===== src/rtl/mcdpPkg.sv =====
package mcdpPkg;
  localparam int WORD_W    = 32;
  localparam int IMM_W     = 16;
  localparam int REG_COUNT = 32;
  localparam int REG_AW    = $clog2(REG_COUNT);

  typedef enum logic [2:0] {
    ALU_ADD = 3'd0,
    ALU_SUB = 3'd1,
    ALU_AND = 3'd2,
    ALU_OR  = 3'd3,
    ALU_XOR = 3'd4,
    ALU_SLT = 3'd5
  } aluOp_e;

  typedef enum logic [1:0] {
    SRCB_FOUR  = 2'b00,
    SRCB_REG   = 2'b01,
    SRCB_IMMSH = 2'b10,
    SRCB_IMM   = 2'b11
  } srcB_e;

  typedef struct packed {
    logic   pcWr;
    logic   pcWrCond;
    logic   pcSrc;
    logic   irWr;
    logic   brWr;
    logic   extSigned;
    logic   aluSrcA;
    srcB_e  aluSrcB;
    aluOp_e aluOp;
    logic   addrSel;
    logic   memWr;
    logic   regWr;
    logic   dstSel;
    logic   wbSel;
  } dpStrobes_t;
endpackage


===== src/rtl/mcdpAlu.sv =====
module mcdpAlu
  import mcdpPkg::*;
#(
  parameter int W = WORD_W
) (
  input  logic [W-1:0] opA,
  input  logic [W-1:0] opB,
  input  aluOp_e       op,
  output logic [W-1:0] result,
  output logic         zero
);
  logic lessThan;
  assign lessThan = $signed(opA) < $signed(opB);

  always_comb begin
    case (op)
      ALU_ADD: result = opA + opB;
      ALU_SUB: result = opA - opB;
      ALU_AND: result = opA & opB;
      ALU_OR:  result = opA | opB;
      ALU_XOR: result = opA ^ opB;
      ALU_SLT: result = {{(W-1){1'b0}}, lessThan};
      default: result = '0;
    endcase
  end

  assign zero = (result == '0);
endmodule


===== src/rtl/mcdpRegFile.sv =====
module mcdpRegFile #(
  parameter int W     = 32,
  parameter int COUNT = 32,
  localparam int AW   = $clog2(COUNT)
) (
  input  logic          clk,
  input  logic          rst,
  input  logic [AW-1:0] rdAddrA,
  input  logic [AW-1:0] rdAddrB,
  output logic [W-1:0]  rdDataA,
  output logic [W-1:0]  rdDataB,
  input  logic          wrEn,
  input  logic [AW-1:0] wrAddr,
  input  logic [W-1:0]  wrData
);
  logic [W-1:0] rows [COUNT];

  for (genvar g = 0; g < COUNT; g++) begin : gRow
    if (g == 0) begin : gHardZero
      assign rows[g] = '0;
    end else begin : gStore
      always_ff @(posedge clk) begin
        if (rst) begin
          rows[g] <= '0;
        end else if (wrEn && (wrAddr == AW'(g))) begin
          rows[g] <= wrData;
        end
      end
    end
  end

  assign rdDataA = rows[rdAddrA];
  assign rdDataB = rows[rdAddrB];

  // entry 0 reads back as zero on either port
  a_r8_port_a_zero: assert property (@(posedge clk) disable iff (rst)
    (rdAddrA == '0) |-> (rdDataA == '0));
  a_r8_port_b_zero: assert property (@(posedge clk) disable iff (rst)
    (rdAddrB == '0) |-> (rdDataB == '0));
endmodule


===== src/rtl/mcdpCore.sv =====
module mcdpCore
  import mcdpPkg::*;
#(
  parameter int W = WORD_W
) (
  input  logic         clk,
  input  logic         rst,
  input  dpStrobes_t   ctl,
  input  logic [W-1:0] memRData,
  output logic [W-1:0] memAddr,
  output logic [W-1:0] memWData,
  output logic         memWEn,
  output logic [5:0]   opField,
  output logic [5:0]   funcField,
  output logic         zero
);
  localparam int EXT_PAD = W - IMM_W;

  logic [W-1:0] pcQ, irQ, targetQ, aQ, bQ, aluOutQ, mdrQ;
  logic [W-1:0] rdDataA, rdDataB;
  logic [W-1:0] immExt, immShifted, srcA, srcB, aluRes;
  logic [W-1:0] pcNext, wrData;
  logic [REG_AW-1:0] rsIdx, rtIdx, rdIdx, wrAddr;
  logic [IMM_W-1:0] imm;
  logic pcEn, aluZero;

  assign rsIdx = irQ[25:21];
  assign rtIdx = irQ[20:16];
  assign rdIdx = irQ[15:11];
  assign imm   = irQ[IMM_W-1:0];
  assign opField   = irQ[31:26];
  assign funcField = irQ[5:0];

  assign immExt = ctl.extSigned ? {{EXT_PAD{imm[IMM_W-1]}}, imm}
                                : {{EXT_PAD{1'b0}}, imm};
  assign immShifted = immExt << 2;

  assign srcA = ctl.aluSrcA ? aQ : pcQ;
  always_comb begin
    case (ctl.aluSrcB)
      SRCB_FOUR:  srcB = W'(4);
      SRCB_REG:   srcB = bQ;
      SRCB_IMMSH: srcB = immShifted;
      default:    srcB = immExt;
    endcase
  end

  mcdpAlu #(.W(W)) uAlu (
    .opA(srcA), .opB(srcB), .op(ctl.aluOp), .result(aluRes), .zero(aluZero)
  );
  assign zero = aluZero;

  assign wrAddr = ctl.dstSel ? rdIdx : rtIdx;
  assign wrData = ctl.wbSel ? mdrQ : aluOutQ;

  mcdpRegFile #(.W(W), .COUNT(REG_COUNT)) uRegs (
    .clk(clk), .rst(rst),
    .rdAddrA(rsIdx), .rdAddrB(rtIdx),
    .rdDataA(rdDataA), .rdDataB(rdDataB),
    .wrEn(ctl.regWr), .wrAddr(wrAddr), .wrData(wrData)
  );

  assign pcEn   = ctl.pcWr | (ctl.pcWrCond & aluZero);
  assign pcNext = ctl.pcSrc ? targetQ : aluRes;

  always_ff @(posedge clk) begin
    if (rst) begin
      pcQ     <= '0;
      irQ     <= '0;
      targetQ <= '0;
      aQ      <= '0;
      bQ      <= '0;
      aluOutQ <= '0;
      mdrQ    <= '0;
    end else begin
      if (pcEn)      pcQ     <= pcNext;
      if (ctl.irWr)  irQ     <= memRData;
      if (ctl.brWr)  targetQ <= aluRes;
      aQ      <= rdDataA;
      bQ      <= rdDataB;
      aluOutQ <= aluRes;
      mdrQ    <= memRData;
    end
  end

  assign memAddr  = ctl.addrSel ? aluOutQ : pcQ;
  assign memWData = bQ;
  assign memWEn   = ctl.memWr;

  // the PC moves only under an enabled write
  a_r6_pc_hold: assert property (@(posedge clk) disable iff (rst)
    (!ctl.pcWr && !(ctl.pcWrCond && zero)) |=> $stable(pcQ));
  // a taken conditional write loads the branch target
  a_r6_branch_taken: assert property (@(posedge clk) disable iff (rst)
    (!ctl.pcWr && ctl.pcWrCond && ctl.pcSrc && zero) |=> (pcQ == $past(targetQ)));
  // a fetch step steps the PC by one word
  a_r2_fetch_step: assert property (@(posedge clk) disable iff (rst)
    (ctl.pcWr && !ctl.pcSrc && !ctl.aluSrcA && ctl.aluSrcB == SRCB_FOUR && ctl.aluOp == ALU_ADD)
    |=> (pcQ == $past(pcQ) + W'(4)));
  // instruction held while its load is off
  a_r11_ir_hold: assert property (@(posedge clk) disable iff (rst)
    !ctl.irWr |=> $stable(irQ));
  // equal operands under subtract raise zero
  a_r10_sub_equal: assert property (@(posedge clk) disable iff (rst)
    (ctl.aluOp == ALU_SUB && srcA == srcB) |-> zero);
endmodule


===== src/rtl/mcDatapath.sv =====
module mcDatapath
  import mcdpPkg::*;
(
  input  logic        clk,
  input  logic        rst,
  input  logic        pcWr,
  input  logic        pcWrCond,
  input  logic        pcSrc,
  input  logic        irWr,
  input  logic        brWr,
  input  logic        extSigned,
  input  logic        aluSrcA,
  input  logic [1:0]  aluSrcB,
  input  logic [2:0]  aluOp,
  input  logic        addrSel,
  input  logic        memWr,
  input  logic        regWr,
  input  logic        dstSel,
  input  logic        wbSel,
  input  logic [31:0] memRData,
  output logic [31:0] memAddr,
  output logic [31:0] memWData,
  output logic        memWEn,
  output logic [5:0]  opField,
  output logic [5:0]  funcField,
  output logic        zero
);
  dpStrobes_t strobes;

  always_comb begin
    strobes.pcWr      = pcWr;
    strobes.pcWrCond  = pcWrCond;
    strobes.pcSrc     = pcSrc;
    strobes.irWr      = irWr;
    strobes.brWr      = brWr;
    strobes.extSigned = extSigned;
    strobes.aluSrcA   = aluSrcA;
    strobes.aluSrcB   = srcB_e'(aluSrcB);
    strobes.aluOp     = aluOp_e'(aluOp);
    strobes.addrSel   = addrSel;
    strobes.memWr     = memWr;
    strobes.regWr     = regWr;
    strobes.dstSel    = dstSel;
    strobes.wbSel     = wbSel;
  end

  mcdpCore #(.W(WORD_W)) uCore (
    .clk(clk), .rst(rst), .ctl(strobes), .memRData(memRData),
    .memAddr(memAddr), .memWData(memWData), .memWEn(memWEn),
    .opField(opField), .funcField(funcField), .zero(zero)
  );
endmodule


===== config.mk =====
export PLATFORM = sky130hd
export DESIGN_NAME = mcDatapath
export DESIGN_NICKNAME = d
export VERILOG_FILES = /design/src/rtl/mcdpPkg.sv /design/src/rtl/mcdpAlu.sv /design/src/rtl/mcdpRegFile.sv /design/src/rtl/mcdpCore.sv /design/src/rtl/mcDatapath.sv
export SDC_FILE = /design/constraint.sdc
export NUM_CORES = 2
export LEC_CHECK = 0
export BUFFER_PORTS_ARGS = -buffer_cell sky130_fd_sc_hd__buf_2
export CORE_ASPECT_RATIO = 0.6
export CORE_MARGIN = 3
export CORE_UTILIZATION = 54
export DETAILED_ROUTE_END_ITERATION = 7
export PLACE_DENSITY = 0.72
export SYNTH_ARGS = -nofsm -noshare
export SYNTH_HDL_FRONTEND = slang
export SYNTH_SLANG_ARGS = --single-unit

===== constraint.sdc =====
create_clock -name clk -period 5.6 [get_ports clk]
set_input_delay 0.28 -clock clk [delete_from_list [all_inputs] [get_ports clk]]
set_output_delay 0.28 -clock clk [all_outputs]
set_load 0.005 [all_outputs]

==> results.txt <==
The flow ran to the end, but the final reports show violations. The final reports fail on negative setup slack. Clock latency on the worst-skew pair, taken at its later pin, is 0.77 ns.

The clock sink count is 1216, and the total via count in the routed design is 52487. Cells fill 60.8% of the core in the end. In this run the most critical hold path is launched from pcWr.

After synthesis, flip-flops and latches occupy 38.5% of the total area. The global-route congestion overflow total was 0; the count of standard-cell rows was 96. The tools report the filler-free cell count of the finished design as 7588. The worst setup path is launched from a flip-flop. The count of nets left with antenna violations once routing finished came out at 0. Clock-pin slew was measured on the worst setup and hold paths at 0.07 ns. The smallest setup slack after layout came out at -0.0437 ns.

The cell area after synthesis is 63300 um^2, and the full die area is 121000 um^2. Detailed placement finished with a half-perimeter wire length of 135000 um. The tools report the endpoint type of the worst setup path as an output port. The data required time at the worst endpoint is 5.32 ns, and the worst hold path cell count is 4.

The number of input and output port buffers inserted is 126, and the vertical die dimension is 271 um. The number of placed I/O pins was 129. The routed design has 219000 um of wire. The final routed DRC violation total is 0, and the layout-stage area growth over the synthesis result is 10.8%. The run gives 0.45 ns as the reg-to-reg setup timing slack.

The multi-input logic area is 36500 um^2. For the total area of sequential cells, the log shows 24400 um^2. For the number of buffers between clock root and the deepest sink, the log shows 3.

In the synthesized netlist the async set-or-reset flop fraction comes to 0%. The pre-antenna-repair detailed-routing pass consisted of 7 iterations. The tools report the final max-slew violation count as 0. The number of failing hold endpoints at the final stage came out at 0. Synthesis inferred 1216 register bits. The tools report the post-route total power as 0.0197 W. Beginning of the worst register-to-register path: uCore.irQ[15]$_SDFFE_PP0P_.

TritonCTS built the clock tree. In this run the number of H-tree levels came out at 3. Mean number of vias per cell: 6.92.

The average detailed-routed wire length per instance is 28.8 um. The die span in x was 448 um. Entering global routing, the biggest net connects 181 pins. The first global-routing pass estimated 325000 um of wire. The initial antenna violation count was 4; the relative slew slack was 15.7%. Synthesized area per cell: 10.2 um^2. Pin slew with the least headroom to its limit: 1.26 ns. The number of enable flip-flop cells after synthesis works out to 0. The yosys synthesis warning count came out at 0.

The sink of the worst hold path was uCore.pcQ[23]$_SDFFE_PP0P_. The via count of the first global-routing pass came out at 49715. For this configuration, the core starts out at a cell density of 54.9%. Once placement completed, the tool counted placed cells totaling 7347. Cell count after synthesis: 6187.

The number of nets handed over by synthesis was 6342. The run gives 115000 um^2 as the area of the core region. The setup violation total in the final timing report is 1.

The capturing point of the worst reg2reg path is uCore.pcQ[13]$_SDFFE_PP0P_. The number of cells on the worst reg-to-reg path is 19. The last weighted congestion value of the routability-driven placer is 1.04, and the final net count is 6134.

The sum of negative setup slack is -0.0437 ns. The library cell used as clock root buffer is clkbuf_16. The path class of the tightest hold or removal check is in -> reg. After filler insertion, the fill cell instance count of the layout stands at 9329.

The maximum fanout count along the critical path was 13. In this run the static leakage power is 23.0 nW. In this run the power density over the cells is 281 nW/um^2. Counting I/O delays and the setup requirement, the final critical path takes 5.64 ns. The final critical path takes up 101% of the cycle. In this run, the number of DRC markers left after iteration 0 of detailed routing was 7709.

Cells with a size suffix above 1 make up 23.8% of the layout. The run gives 0 as the number of max-cap violations. STA puts the critical path data arrival time at 5.36 ns. Start-to-end type of the worst setup path: reg -> out. The number of clock buffers added by TritonCTS is 106. Clock skew on the completed layout was measured at 0.0561 ns.

For the maximum clock frequency, the log shows 177 MHz. The prevailing post-synth register cell was dfxtp_1. The overall fraction of global-route tracks in use is 35.3%, and the worst ir drop on vdd is 0.000285 V. The run gives 87 as the number of distinct standard cells referenced by the synthesized netlist.
[worst max-delay path: stages (launching register included)]
cell,delay (ns)
dfxtp_1,0.45
and3_4,0.29
buf_6,0.20
a21o_1,0.13
ha_2,0.36
nor4_1,0.38
buf_4,0.22
nand3_1,0.25
nor2_1,0.19
o21ai_1,0.24
o211ai_1,0.27
o211ai_1,0.16
a21oi_2,0.24
nand4b_1,0.26
nor4_4,0.43
buf_4,0.18
and4_1,0.23
buf_2,0.14
[cell usage in the layout (no fill, tap or decap), types with 26 or more instances in the layout]
cell type / netlist / layout
clkbuf_16: 0 / 106
nand2_1: 87 / 87
buf_2: 16 / 124
ha_1: 102 / 91
mux2_2: 144 / 144
mux2i_2: 0 / 31
inv_1: 107 / 107
nor2b_1: 73 / 69
mux4_2: 576 / 576
nor2_1: 1303 / 1271
dlygate4sd3_1: 0 / 32
dfxtp_1: 1216 / 1202
a22o_1: 79 / 78
mux2i_1: 151 / 118
o21ai_0: 65 / 62
buf_12: 0 / 27
a21o_1: 31 / 31
buf_4: 17 / 203
a21oi_1: 108 / 97
nor2_4: 0 / 32
nand2b_1: 29 / 29
clkinv_2: 0 / 26
a211oi_1: 1052 / 1050
[cells in the mapped netlist, drive strengths merged (79+ instances only)]
master / instances / share of area (%)
buf: 106 / 0.78
inv: 108 / 0.64
ha: 102 / 2.0
dfxtp: 1216 / 38
mux4: 576 / 20
clkbuf: 598 / 3.5
a22o: 79 / 1.1
a21oi: 108 / 0.85
nor2: 1303 / 7.7
a211oi: 1056 / 13
mux2: 164 / 3.0
nand2: 87 / 0.52
mux2i: 151 / 2.4
[kinds of logic (layout without fill, tap and decap cells)]
| family | count (synthesis) | in the layout | share of synthesized area, % |
|---|---|---|---|
| xor gates and xnor gates | 11 | 11 | 0.152 |
| muxes | 891 | 891 | 25.9 |
| AOI/OAI and AO/OA | 1508 | 1508 | 17.6 |
| buffers and inverters | 813 | 694 | 4.98 |
| adders and majority gates | 104 | 104 | 2.08 |
| other | 0 | 1 | 0 |
| DFF | 1216 | 1216 | 38.5 |
| and+or+nand+nor | 1644 | 1644 | 10.8 |
[how the worst max path moves through the flow]
stage | startpoint | to | slack (ns) | depth (start not counted)
after detailed placement | aluSrcB[0] | uCore.pcQ[7]$_SDFFE_PP0P_ | 0.04 | 20
final | uCore.irQ[15]$_SDFFE_PP0P_ | zero | -0.04 | 17
after floorplan | aluSrcB[1] | uCore.pcQ[12]$_SDFFE_PP0P_ | 1.05 | 17
after global placement | aluSrcB[0] | uCore.pcQ[4]$_SDFFE_PP0P_ | 0.13 | 20
after CTS | uCore.irQ[2]$_SDFFE_PP0P_ | zero | 0.0004 | 17
after global routing | uCore.irQ[15]$_SDFFE_PP0P_ | zero | -0.03 | 17
[area by class of cell]
cell class / instances / share of cell area, %
clock buffer: 139 / 4.23
inverter: 109 / 0.584
clock inverter: 58 / 1.30
timing repair buffer: 388 / 4.32
multi-input combinational: 4158 / 52.1
tap: 1519 / 2.71
sequential: 1216 / 34.8
antenna: 1 / 0.00357
[report_power, final]
part,switching [W],total [W],internal [W],leakage (nW)
sequential,0.000187,0.00898,0.00879,9.84
combinational,0.00158,0.00250,0.000925,11.3
clock,0.00357,0.00818,0.00462,1.92
[stage by stage]
step | hold WS [ns] | worst slack (ns) | instance area (um^2)
after CTS | 0.0244 | 0.000372 | 69700
after detailed placement | 0.478 | 0.0358 | 65500
final | 0.0752 | -0.0437 | 70100
after global routing | 0.0692 | -0.0327 | 70100
after floorplan | 0.408 | 1.05 | 63300
after global placement | 0.467 | 0.129 | 65500
[flip-flops by register name, summed over array words and instances, names as in the netlist]
name              count
uCore.irQ            32
uCore.targetQ        32
uCore.pcQ            32
uCore.mdrQ           32
uCore.aQ             32
uCore.aluOutQ        32
uCore.uRegs.rows    992
uCore.memWData       32
[layer usage]
layer  up-vias  GRT usage (%)  wire length, um
li1      22744              -                -
met1     25951           52.7            92100
met2      3240           48.0            89500
met3       548           9.71            27900
met4         4           13.7             9350
met5         -              0               23
[timing repair]
action | in CTS | in global routing
pin swaps | 2 | 11
buffers inserted | 2 | 9
endpoints found under the hold margin | 64 | 0
endpoints found under the setup margin | 1 | 1
resized for setup | 6 | 67
hold buffers | 32 | 0
No activity file was read; power rests on OpenSTA's default activity.
